<file path="src/rtl/addr_serial_pkg.sv">
package addr_serial_pkg;

  typedef enum logic [1:0] {
    MODE_NONE = 2'd0,
    MODE_CTRL = 2'd1,
    MODE_CHK  = 2'd2,
    MODE_OUT  = 2'd3
  } modeT;

  // Strobes from the control unit to the datapath, all one cycle wide.
  typedef struct packed {
    logic sampleBit;   // take bitVal into the input shifter
    logic bitVal;      // synchronized data-in level
    logic byteDone;    // this sample completes a checker byte
    logic commitCtrl;  // copy the input shifter onto the control word
    logic loadTx;      // load the status word, start driving
    logic shiftTx;     // advance to the next outgoing bit
    logic dropTx;      // stop driving
  } strobeT;

endpackage

</file>
<file path="src/rtl/addr_serial_ctrl.sv">
module addr_serial_ctrl
  import addr_serial_pkg::*;
#(
  parameter int        ADDR_W      = 8,
  parameter int        CTRL_W      = 16,
  parameter int        BYTE_W      = 8,
  parameter int        SYNC_STAGES = 2,
  parameter logic [7:0] CODE_CTRL  = 8'h5F,
  parameter logic [7:0] CODE_CHK   = 8'h3F,
  parameter logic [7:0] CODE_OUT   = 8'hDF
) (
  input  logic   clk,
  input  logic   rstN,
  input  logic   clIn,
  input  logic   ceIn,
  input  logic   diIn,
  output strobeT st
);

  localparam int CNT_W  = $clog2(CTRL_W + 2);
  localparam int BCNT_W = $clog2(BYTE_W);
  localparam logic [CNT_W-1:0]  CNT_FULL = CNT_W'(CTRL_W);
  localparam logic [CNT_W-1:0]  CNT_SAT  = CNT_W'(CTRL_W + 1);
  localparam logic [BCNT_W-1:0] BYTE_END = BCNT_W'(BYTE_W - 1);

  // Pin synchronizers: bit 2 = clock, bit 1 = enable, bit 0 = data.
  logic [2:0] pinSync [SYNC_STAGES];
  always_ff @(posedge clk or negedge rstN) begin
    if (!rstN) begin
      for (int i = 0; i < SYNC_STAGES; i++) pinSync[i] <= 3'b000;
    end else begin
      pinSync[0] <= {clIn, ceIn, diIn};
      for (int i = 1; i < SYNC_STAGES; i++) pinSync[i] <= pinSync[i-1];
    end
  end

  logic clS, ceS, diS, clPrev, cePrev;
  assign clS = pinSync[SYNC_STAGES-1][2];
  assign ceS = pinSync[SYNC_STAGES-1][1];
  assign diS = pinSync[SYNC_STAGES-1][0];

  always_ff @(posedge clk or negedge rstN) begin
    if (!rstN) begin
      clPrev <= 1'b0;
      cePrev <= 1'b0;
    end else begin
      clPrev <= clS;
      cePrev <= ceS;
    end
  end

  logic clRise, clFall, ceRise, ceFall;
  assign clRise = clS & ~clPrev;
  assign clFall = ~clS & clPrev;
  assign ceRise = ceS & ~cePrev;
  assign ceFall = ~ceS & cePrev;

  logic [ADDR_W-1:0] addrSh;
  modeT              mode, addrMode;
  logic [CNT_W-1:0]  ctrlCnt;
  logic [BCNT_W-1:0] byteCnt;

  always_comb begin
    unique case (addrSh)
      CODE_CTRL: addrMode = MODE_CTRL;
      CODE_CHK:  addrMode = MODE_CHK;
      CODE_OUT:  addrMode = MODE_OUT;
      default:   addrMode = MODE_NONE;
    endcase
  end

  always_ff @(posedge clk or negedge rstN) begin
    if (!rstN) begin
      addrSh  <= '0;
      mode    <= MODE_NONE;
      ctrlCnt <= '0;
      byteCnt <= '0;
    end else if (ceFall) begin
      addrSh  <= '0;
      mode    <= MODE_NONE;
      ctrlCnt <= '0;
      byteCnt <= '0;
    end else if (ceRise) begin
      mode <= addrMode;
    end else if (clRise && !ceS) begin
      addrSh <= {addrSh[ADDR_W-2:0], diS};
    end else if (clRise && ceS) begin
      if (mode == MODE_CTRL && ctrlCnt != CNT_SAT) ctrlCnt <= ctrlCnt + 1'b1;
      if (mode == MODE_CHK) byteCnt <= (byteCnt == BYTE_END) ? '0 : byteCnt + 1'b1;
    end
  end

  always_comb begin
    st.bitVal     = diS;
    st.sampleBit  = clRise & ceS & (mode == MODE_CTRL || mode == MODE_CHK);
    st.byteDone   = clRise & ceS & (mode == MODE_CHK) & (byteCnt == BYTE_END);
    st.commitCtrl = ceFall & (mode == MODE_CTRL) & (ctrlCnt == CNT_FULL);
    st.loadTx     = ceRise & (addrMode == MODE_OUT);
    st.shiftTx    = clFall & ceS & (mode == MODE_OUT);
    st.dropTx     = ceFall;
  end

  // the mode chosen at the enable rise is held through the data phase.
  a_r1_mode_held: assert property (@(posedge clk) disable iff (!rstN)
    (ceS && $past(ceS && cePrev)) |-> $stable(mode));

endmodule

</file>
<file path="src/rtl/addr_serial_dp.sv">
module addr_serial_dp
  import addr_serial_pkg::*;
#(
  parameter int CTRL_W = 16,
  parameter int BYTE_W = 8,
  parameter int TX_W   = 16
) (
  input  logic              clk,
  input  logic              rstN,
  input  strobeT            st,
  input  logic [TX_W-1:0]   txData,
  output logic              doDriveLow,
  output logic [CTRL_W-1:0] ctrlWord,
  output logic              byteValid,
  output logic [BYTE_W-1:0] byteData
);

  logic [CTRL_W-1:0] dataSh;
  logic [TX_W-1:0]   txSh;
  logic              txOn;

  always_ff @(posedge clk or negedge rstN) begin
    if (!rstN) begin
      dataSh    <= '0;
      ctrlWord  <= '0;
      byteValid <= 1'b0;
      byteData  <= '0;
    end else begin
      byteValid <= st.byteDone;
      if (st.sampleBit) dataSh <= {dataSh[CTRL_W-2:0], st.bitVal};
      if (st.byteDone) byteData <= {dataSh[BYTE_W-2:0], st.bitVal};
      if (st.commitCtrl) ctrlWord <= dataSh;
    end
  end

  // Outgoing shifter: ones fill in behind, so the line releases after the last bit.
  always_ff @(posedge clk or negedge rstN) begin
    if (!rstN) begin
      txSh <= '1;
      txOn <= 1'b0;
    end else if (st.loadTx) begin
      txSh <= txData;
      txOn <= 1'b1;
    end else if (st.dropTx) begin
      txOn <= 1'b0;
    end else if (st.shiftTx) begin
      txSh <= {txSh[TX_W-2:0], 1'b1};
    end
  end

  assign doDriveLow = txOn & ~txSh[TX_W-1];

  // the control word moves only on a commit strobe.
  a_r2_ctrl_on_commit: assert property (@(posedge clk) disable iff (!rstN)
    !$stable(ctrlWord) |-> $past(st.commitCtrl));

  // a byte strobe follows a completed byte.
  a_r4_byte_from_strobe: assert property (@(posedge clk) disable iff (!rstN)
    byteValid |-> $past(st.byteDone));

  // the byte strobe lasts one cycle.
  a_r9_byte_single: assert property (@(posedge clk) disable iff (!rstN)
    byteValid |=> !byteValid);

  // a shift request only arrives while a loaded word is being driven.
  a_r5_shift_needs_load: assert property (@(posedge clk) disable iff (!rstN)
    st.shiftTx |-> txOn);

endmodule

</file>
<file path="src/rtl/addr_serial_slave.sv">
module addr_serial_slave
  import addr_serial_pkg::*;
#(
  parameter int CTRL_W = 16,
  parameter int BYTE_W = 8,
  parameter int TX_W   = 16
) (
  input  logic              clk,
  input  logic              rstN,
  input  logic              clIn,
  input  logic              ceIn,
  input  logic              diIn,
  input  logic [TX_W-1:0]   txData,
  output logic              doDriveLow,
  output logic [CTRL_W-1:0] ctrlWord,
  output logic              byteValid,
  output logic [BYTE_W-1:0] byteData
);

  strobeT st;

  addr_serial_ctrl #(.ADDR_W(8), .CTRL_W(CTRL_W), .BYTE_W(BYTE_W), .SYNC_STAGES(2)) uCtrl (
    .clk (clk),
    .rstN(rstN),
    .clIn(clIn),
    .ceIn(ceIn),
    .diIn(diIn),
    .st  (st)
  );

  addr_serial_dp #(.CTRL_W(CTRL_W), .BYTE_W(BYTE_W), .TX_W(TX_W)) uDp (
    .clk       (clk),
    .rstN      (rstN),
    .st        (st),
    .txData    (txData),
    .doDriveLow(doDriveLow),
    .ctrlWord  (ctrlWord),
    .byteValid (byteValid),
    .byteData  (byteData)
  );

endmodule

</file>
<file path="config.mk">
export PLATFORM = sky130hd
export DESIGN_NAME = addr_serial_slave
export DESIGN_NICKNAME = d
export VERILOG_FILES = /design/src/rtl/addr_serial_pkg.sv /design/src/rtl/addr_serial_ctrl.sv /design/src/rtl/addr_serial_dp.sv /design/src/rtl/addr_serial_slave.sv
export SDC_FILE = /design/constraint.sdc
export NUM_CORES = 1
export LEC_CHECK = 0
export BUFFER_PORTS_ARGS = -buffer_cell sky130_fd_sc_hd__buf_4
export CAP_MARGIN = 0
export CORE_ASPECT_RATIO = 0.9
export CORE_UTILIZATION = 57
export CTS_CLUSTER_DIAMETER = 30
export DETAILED_ROUTE_END_ITERATION = 16
export PLACE_DENSITY = 0.83
export SLEW_MARGIN = 20
export SYNTH_ARGS = -nofsm -noshare
export SYNTH_HDL_FRONTEND = slang
export SYNTH_SLANG_ARGS = --single-unit
</file>
<file path="constraint.sdc">
create_clock -name clk -period 2.7 [get_ports clk]
set_input_delay 0.81 -clock clk [delete_from_list [all_inputs] [get_ports clk]]
set_output_delay 0.81 -clock clk [all_outputs]
set_load 0.01 [all_outputs]
</file>
==> results.tsv, run 1 <==
metric	value	unit
cp-startpoint	uCtrl.ceS$_DFF_PN0_	
dp_hpwl	4.412	mm
ir_worst_vdd	396.5	uV
htree_levels	3	
hold_path_class	flip-flop to flip-flop	
maxSlewViolCount	0	
synth-edff-count	0	
setup_viol	0	
combPwrFrac	6.6	%
p_per_area	529.5	nW/um^2
synth-seq-cells	84	
cts_root_buf	clkbuf_8	
clockBufferDepth	2	
r2r_end	uDp.ctrlWord[13]$_DFFE_PN0P_	
reg2reg_depth	6	
synth_area_leader_cell	dfrtp_1	
overflow	0	
syn-num-nets	307	
p_total	2324	uW
worst_pin_slew	0.5722	ns
initial_utilization	60.06	%
final_nets	362	
grt_pass1_wl	10.85	mm
clkPwrFrac	35.5	%
pwr-share-seq	57.9	%
finalHoldViolations	0	
crit_type	flip-flop to flip-flop	
path_clk_slew	0.09	ns
cp_num_buf_inv	3	
post_cts_buffers	0	
antenna_found_initial	0	
ys_types	43	
layout-drive-gt1-share	45.37	%
r2r_slack	0.63	ns
yosys_warnings	0	
gp_congestion	0.7477	
syn_to_final_growth	16.93	%
io_buffers	46	
avgViaCountPerCell	5.405	
cp.required	2.94	ns
r2r-start	uCtrl.ceS$_DFF_PN0_	
drc	0	
cpMostUsedCell	buf_4	
critPathMaxStageDelay	0.46	ns
wire_per_inst	15.14	um
synth.area.top_cells	dfrtp_1, mux2_2, dfstp_2	
postCtsResizedCells	0	
p_leak	0.002113	uW
cts_hold_buf	0	
cp-endpoint	uDp.ctrlWord[13]$_DFFE_PN0P_	
postSynthCellCount	275	
min_period	2.066	ns
drtIter0Drc	121	
run_status	complete, no violations	
drt-pass1-iter-count	4	
num_rows	27	
cts_num_sinks	84	
slew_headroom	61.85	%
antennaDiodeCount	0	
path_depth	6	
clk_latency	0.35	ns
yosysSeqAreaShare	56.53	%
die_area	6914	um^2
vias	2281	
num_io_pins	47	
crit_chain	inv_2 -> ha_1 -> buf_4 -> and4_1 -> buf_4 -> mux2_2	
endpoint_kind	flip-flop	
cp.arrival	2.31	ns
cp_slowest_cell	dfrtp_1	
fmax	484.1	MHz
p_int	1749	uW
grt_max_degree	48	
cp_top_family	buffers and inverters	
fin_tns_setup	0	ns
avgSynthCellArea	13.65	um^2
fp.dieW	87.54	um
routed_wl	6.389	mm
cp-start-kind	flip-flop	
cap_violations	0	
synth_flop_cell	dfrtp_1	
drt.antenna.violating_nets	0	
track_usage	21.05	%
synth_area	3754	um^2
power.switching	574.9	uW
tritoncts	yes	
p_sw_share	24.74	%
grt_pass1_vias	2291	
fin_crit_sh	76.51	%
rsz0062_at_grt	no	
ys_async_sr_fraction	100.0	%
core_area	6250	um^2
post-route-util	70.23	%
fin_skew	0.008471	ns
crit_fanout	27	
fp.dieH	78.99	um
netlist.area_leader.share	45.33	%
cts_buffers	9	
## kinds of logic (layout without fill, tap and decap cells)
family,after synthesis,in the layout,share of synthesized area (%)
adders and majority gates,11,11,3.667
AOI/OAI and AO/OA,28,28,5.034
and+or+nand+nor,59,59,9.833
DFF,84,84,56.53
buffers and inverters,22,82,2.866
muxes,71,71,22.07
## worst register-to-register path, cell delays in order (launching register included)
cell and delay, ns:
dfrtp_1 0.46, inv_2 0.15, ha_1 0.23, buf_4 0.28, and4_1 0.22, buf_4 0.25, mux2_2 0.38
## placed cells by master (no fill, tap or decap), types with 6 or more instances in the layout
cell	instances
inv_1	11
mux2_1	10
ha_1	11
buf_4	54
clkbuf_8	10
dfstp_2	16
mux2_4	8
mux2_2	52
dfrtp_1	68
nor2_1	6
nand2_1	16
nand2b_1	13
o21ai_0	12
## cell usage after synthesis (2+ instances only)
library cell / n
a21oi_1: 2
a221o_1: 2
a2bb2oi_1: 2
buf_2: 2
buf_4: 2
buf_6: 2
clkbuf_1: 4
dfrtp_1: 68
dfstp_2: 16
ha_1: 11
inv_1: 11
mux2_1: 10
mux2_2: 52
mux2_4: 8
nand2_1: 16
nand2b_1: 13
nand3_1: 2
nand4_1: 3
nor2_1: 6
nor2b_1: 4
nor3b_1: 3
nor4_1: 2
o21ai_0: 12
o311ai_0: 3
## per-stage QoR
step | hold WS (ns) | setup slack (ns) | instance area (um^2) | cells
2_1_floorplan | 0.3312 | 0.5397 | 3754 | 275
3_3_place_gp | 0.3334 | 0.7210 | 4205 | 406
3_5_place_dp | 0.3362 | 0.6502 | 4205 | 406
4_1_cts | 0.3552 | 0.6286 | 4389 | 422
5_1_grt | 0.3573 | 0.4839 | 4389 | 422
6_report | 0.3516 | 0.6343 | 4389 | 422
## flip-flops by register name, indices dropped and copies added (netlist names), 3 cells and up
| name | count |
|---|---|
| uDp.byteData | 8 |
| uCtrl.pinSync | 3 |
| uDp.txSh | 16 |
| uCtrl.byteCnt | 3 |
| uDp.ctrlWord | 16 |
| uCtrl.addrSh | 8 |
| uCtrl.ctrlCnt | 5 |
| uDp.dataSh | 16 |
## power by group through the flow
stage / Sequential [uW] / Combinational (uW) / Clock, uW
floorplan: 1360 / 87.2 / 0
global placement: 1370 / 149 / 0
detailed placement: 1370 / 156 / 0
CTS: 1350 / 157 / 847
global route: 1350 / 177 / 899
finish: 1340 / 154 / 826
## cell type report
class                      instances  area (um^2)
inverter                          12        45.04
tap                               87        108.9
timing repair buffer              54        405.4
sequential                        84         2122
multi-input combinational        169         1524
clock inverter                     6        46.29
fill                             460         1861
clock buffer                      10        137.6
## worst min path at each step
stage	startpoint	end	slack (ns)	cells after the start
after floorplan	uCtrl.pinSync[4]$_DFF_PN0_	uCtrl.ceS$_DFF_PN0_	0.33	0
after global placement	uCtrl.pinSync[4]$_DFF_PN0_	uCtrl.ceS$_DFF_PN0_	0.33	0
after detailed placement	uCtrl.pinSync[4]$_DFF_PN0_	uCtrl.ceS$_DFF_PN0_	0.34	0
after CTS	uCtrl.pinSync[4]$_DFF_PN0_	uCtrl.ceS$_DFF_PN0_	0.36	0
after global routing	uCtrl.pinSync[4]$_DFF_PN0_	uCtrl.ceS$_DFF_PN0_	0.36	0
final	uCtrl.pinSync[4]$_DFF_PN0_	uCtrl.ceS$_DFF_PN0_	0.35	0
## metal layers
| metal | track usage (%) | vias to the layer above | share of wire (%) |
|---|---|---|---|
| met5 | 0 | - | 0 |
| met1 | 27.76 | 1142 | 45 |
| met2 | 32.89 | 53 | 49 |
| li1 | - | 1076 | - |
| met3 | 4.574 | 10 | 4.4 |
| met4 | 10.82 | 0 | 1.4 |
(Power assumes the default switching activity.)
==> run 2, diff against run 1 <==
==> constraint.sdc (replaced) <==
create_clock -name clk -period 2.1 [get_ports clk]
set_input_delay 0.63 -clock clk [delete_from_list [all_inputs] [get_ports clk]]
set_output_delay 0.63 -clock clk [all_outputs]
set_load 0.01 [all_outputs]
==> results.tsv, run 2 (synthesized netlist as in run 1, its figures left out) <==
metric	value	unit
cap_violations	0	
combPwrFrac	6.5	%
r2r_end	uDp.txSh[15]$_DFFE_PN1P_	
fmax	527.0	MHz
clockBufferDepth	2	
stdcell_area	4439	um^2
p_per_area	696.3	nW/um^2
cp.arrival	2.18	ns
p_leak	0.002142	uW
grt_pass1_vias	2248	
cp-start-kind	flip-flop	
rsz0062_at_grt	no	
worst_pin_slew	0.5926	ns
num_rows	27	
hold_path_class	input pin to async pin	
min_period	1.898	ns
post-route-util	71.03	%
fp.dieW	87.54	um
fp.dieH	78.99	um
avgViaCountPerCell	5.364	
antennaDiodeCount	0	
post_cts_buffers	0	
cts_buffers	9	
drc	0	
cts_hold_buf	0	
cpMostUsedCell	mux2_1	
clkPwrFrac	37.4	%
final_nets	363	
reg2reg_depth	6	
htree_levels	3	
multiInputGateArea	1528	um^2
p_int	2341	uW
vias	2269	
setup_viol	0	
cp.required	2.39	ns
critPathMaxStageDelay	0.47	ns
run_status	complete, no violations	
tritoncts	yes	
final_common_cell	dfrtp_1	
grt_max_degree	32	
cts_num_sinks	84	
fin_tns_setup	0	ns
dpl_worst_slack	-0.01666	ns
crit_fanout	16	
dp_hpwl	4.537	mm
drt-pass1-iter-count	4	
layout_common_cells	dfrtp_1, buf_4, mux2_2, nand2_1, dfstp_2	
whs	0.1768	ns
r2r-start	uCtrl.ceS$_DFF_PN0_	
drtIter0Drc	82	
track_usage	21.21	%
routed_wl	6.606	mm
syn_to_final_growth	18.27	%
gp_congestion	0.7989	
die_area	6914	um^2
drt.antenna.violating_nets	0	
fin_ws	0.2024	ns
endpoint_kind	flip-flop	
initial_utilization	60.06	%
path_clk_slew	0.09	ns
ir_worst_vdd	668.5	uV
overflow	0	
pwr-share-seq	56.0	%
maxSlewViolCount	0	
layout-drive-gt1-share	45.83	%
io_buffers	46	
num_io_pins	47	
crit_chain	inv_2 -> ha_1 -> nor4_4 -> buf_12 -> mux2_1 -> mux2_1	
cp_slowest_cell	dfrtp_1	
crit_type	flip-flop to flip-flop	
fin_skew	0.007144	ns
post_dp_cell_area	4238	um^2
r2r_slack	0.20	ns
num-fill-cells	423	
power.switching	750.3	uW
antenna_found_initial	0	
fin_crit_sh	90.36	%
grt_pass1_wl	10.84	mm
clk_latency	0.36	ns
regArea	2122	um^2
core_area	6250	um^2
largest_registers	uDp.ctrlWord (16), uDp.dataSh (16), uDp.txSh (16)	
finalHoldViolations	0	
wire_per_inst	15.62	um
slew_headroom	60.45	%
p_sw_share	24.27	%
cts_root_buf	clkbuf_8	
[run 2: metal layers]
metal | vias to the layer above | track usage, % | wire length (um)
li1 | 1084 | - | -
met2 | 46 | 34.06 | 3234
met3 | 9 | 7.588 | 277
met1 | 1130 | 26.27 | 2985
met5 | - | 0 | 0
met4 | 0 | 8.197 | 109
[run 2: what timing repair did]
action	CTS	global route
setup endpoints to repair	4	0
resized for setup	1	0
hold endpoints to repair	0	0
[run 2: worst max-delay path: cells and delay by family, from the launching register on]
kind | cells | cell delay [ns]
multiplexers | 2 | 0.61
flip-flops | 1 | 0.47
buffers and inverters | 2 | 0.30
adder cells (fa/ha/maj) | 1 | 0.26
AND/OR/NAND/NOR | 1 | 0.20
[run 2: layout make-up]
type / instances / area share, %
Sequential cell: 84 / 47.80
Multi-Input combinational cell: 169 / 34.41
Timing Repair Buffer: 55 / 9.865
Clock buffer: 9 / 2.790
Tap cell: 87 / 2.452
Clock inverter: 7 / 1.663
Inverter: 12 / 1.015
[run 2: worst max-delay path by stage]
| stage | from | depth (start not counted) | slack, ns | endpoint |
|---|---|---|---|---|
| 2_1_floorplan | uCtrl.ceS$_DFF_PN0_ | 7 | 0.08 | uDp.txSh[15]$_DFFE_PN1P_ |
| 3_3_place_gp | uCtrl.ceS$_DFF_PN0_ | 5 | 0.14 | uCtrl.addrSh[2]$_DFFE_PN0P_ |
| 3_5_place_dp | uCtrl.ceS$_DFF_PN0_ | 5 | -0.02 | uCtrl.addrSh[7]$_DFFE_PN0P_ |
| 4_1_cts | uCtrl.ceS$_DFF_PN0_ | 6 | 0.19 | uDp.txSh[15]$_DFFE_PN1P_ |
| 5_1_grt | uCtrl.ceS$_DFF_PN0_ | 6 | 0.09 | uDp.txSh[15]$_DFFE_PN1P_ |
| 6_report | uCtrl.ceS$_DFF_PN0_ | 6 | 0.20 | uDp.txSh[15]$_DFFE_PN1P_ |
[run 2: power by group through the flow]
| stage | clock network [uW] | registers, uW | logic, uW |
|---|---|---|---|
| 2_1_floorplan | 0 | 1750 | 112 |
| 3_3_place_gp | 0 | 1760 | 193 |
| 3_5_place_dp | 0 | 1760 | 202 |
| 4_1_cts | 1190 | 1730 | 205 |
| 5_1_grt | 1250 | 1740 | 230 |
| 6_report | 1160 | 1730 | 202 |
[run 2: metrics by stage]
stage / total power [uW] / instances
4_1_cts: 3122 / 423
6_report: 3091 / 423
3_5_place_dp: 1964 / 407
5_1_grt: 3220 / 423
2_1_floorplan: 1860 / 275
3_3_place_gp: 1952 / 407
==> run 3, diff against run 2 <==
--- a/config.mk
+++ b/config.mk
@@ -8,10 +8,10 @@
 export BUFFER_PORTS_ARGS = -buffer_cell sky130_fd_sc_hd__buf_4
 export CAP_MARGIN = 0
 export CORE_ASPECT_RATIO = 0.9
-export CORE_UTILIZATION = 57
+export CORE_UTILIZATION = 25
 export CTS_CLUSTER_DIAMETER = 30
 export DETAILED_ROUTE_END_ITERATION = 16
-export PLACE_DENSITY = 0.83
+export PLACE_DENSITY = 0.45
 export SLEW_MARGIN = 20
 export SYNTH_ARGS = -nofsm -noshare
 export SYNTH_HDL_FRONTEND = slang
==> results.tsv, run 3 (synthesized netlist as in run 1, its figures left out) <==
metric	value	unit
initial_utilization	25.60	%
postCtsResizedCells	0	
endpoint_kind	flip-flop	
fin_skew	0.005440	ns
antennaDiodeCount	0	
path_clk_slew	0.06	ns
cts_num_sinks	84	
hold_path_class	input pin to async pin	
largest_registers	uDp.ctrlWord (16), uDp.dataSh (16), uDp.txSh (16)	
post_cts_buffers	0	
run_status	complete, no violations	
grt_max_degree	47	
grt_pass1_vias	2205	
final_nets	363	
layout_common_cells	dfrtp_1, mux2_2, buf_4, nand2_1, dfstp_2	
wire_per_inst	12.79	um
cp-start-kind	flip-flop	
avgViaCountPerCell	4.148	
dp_cells	518	
core_area	14660	um^2
clockBufferDepth	2	
gp_congestion	0.6758	
min_period	1.853	ns
cp.arrival	2.11	ns
worst_pin_slew	0.8819	ns
routed_wl	6.829	mm
vias	2215	
dp_hpwl	4.675	mm
p_per_area	735.8	nW/um^2
fmax	539.7	MHz
drtIter0Drc	56	
cts_root_buf	clkbuf_16	
layout-drive-gt1-share	45.54	%
antenna_found_initial	0	
syn_to_final_growth	24.57	%
grt_pass1_wl	11.63	mm
overflow	0	
maxSlewViolCount	0	
die_area	15510	um^2
track_usage	9.615	%
regArea	2122	um^2
multiInputGateArea	1524	um^2
fp.dieH	118.2	um
ir_worst_vdd	347.1	uV
cts_hold_buf	0	
fin_tns_setup	0	ns
p_total	3440	uW
num_rows	42	
clk_latency	0.34	ns
drc	0	
cp.required	2.36	ns
post-route-util	31.89	%
rsz0062_at_grt	no	
drt-pass1-iter-count	4	
slew_headroom	41.09	%
cap_violations	0	
dpl_worst_slack	0.2364	ns
num-fill-cells	1499	
crit_fanout	16	
drt.antenna.violating_nets	0	
htree_levels	3	
num_io_pins	47	
fp.dieW	131.2	um
tritoncts	yes	
p_leak	0.002172	uW
cts_buffers	9	
setup_viol	0	
fin_crit_sh	88.23	%
final_cells	534	
final_common_cell	dfrtp_1	
io_buffers	46	
crit_type	flip-flop to flip-flop	
fin_ws	0.2472	ns
finalHoldViolations	0	
==> run 3: cell types whose count changed in the layout (fill, tap and decap cells not counted), moves of 2 or more <==
cell        previous run  this run
clkbuf_16              0         9
clkinv_2               3         1
clkbuf_8               9         1
clkinvlp_4             0         3
==> run 3: cell type report <==
type	instances	share of cell area (%)
sequential	84	45.38
multi-input combinational	169	32.59
timing repair buffer	55	9.633
tap	198	5.298
clock buffer	10	5.111
clock inverter	6	1.017
inverter	12	0.9633
==> run 3: per-stage QoR <==
stage / instance area (um^2) / hold slack (ns)
2_1_floorplan: 3754 / 0.3312
6_report: 4676 / 0.1844
3_5_place_dp: 4389 / 0.3347
4_1_cts: 4676 / 0.1835
5_1_grt: 4676 / 0.1950
3_3_place_gp: 4389 / 0.3333
==> run 3: report_power, final <==
group	switching, uW	leakage [uW]	internal (uW)
Sequential	47.7	0.00110	1680
Clock	666	0.000133	843
Combinational	101	0.000942	97.8
Total	814	0.00217	2630
==> run 3: worst paths after layout <==
kind	from	slack, ns	end	cells after the start
max in group asynchronous	rstN	1.30	uDp.txSh[10]$_DFFE_PN1P_	2
min in group clk	uCtrl.pinSync[4]$_DFF_PN0_	0.35	uCtrl.ceS$_DFF_PN0_	0
worst min register to register	uCtrl.pinSync[4]$_DFF_PN0_	0.35	uCtrl.ceS$_DFF_PN0_	0
worst max register to register	uCtrl.mode[0]$_DFFE_PN0P_	0.25	uDp.txSh[15]$_DFFE_PN1P_	6
worst max-delay path	uCtrl.mode[0]$_DFFE_PN0P_	0.25	uDp.txSh[15]$_DFFE_PN1P_	6
worst min-delay path	rstN	0.18	uCtrl.byteCnt[0]$_DFFE_PN0P_	1
==> run 3: routing by layer <==
metal / up-vias / part of all wire (%) / GRT usage [%]
li1: 1081 / - / -
met2: 38 / 46 / 14.56
met5: - / 0 / 0
met1: 1085 / 48 / 12.60
met4: 0 / 1.3 / 3.088
met3: 11 / 4.8 / 3.604
==> run 3: worst max-delay path, cell delays in order, from the launching register on <==
cell and delay [ns]:
dfrtp_1 0.40, ha_1 0.16, nand2_1 0.08, nor4_4 0.33, buf_12 0.19, mux2_1 0.32, mux2_1 0.29
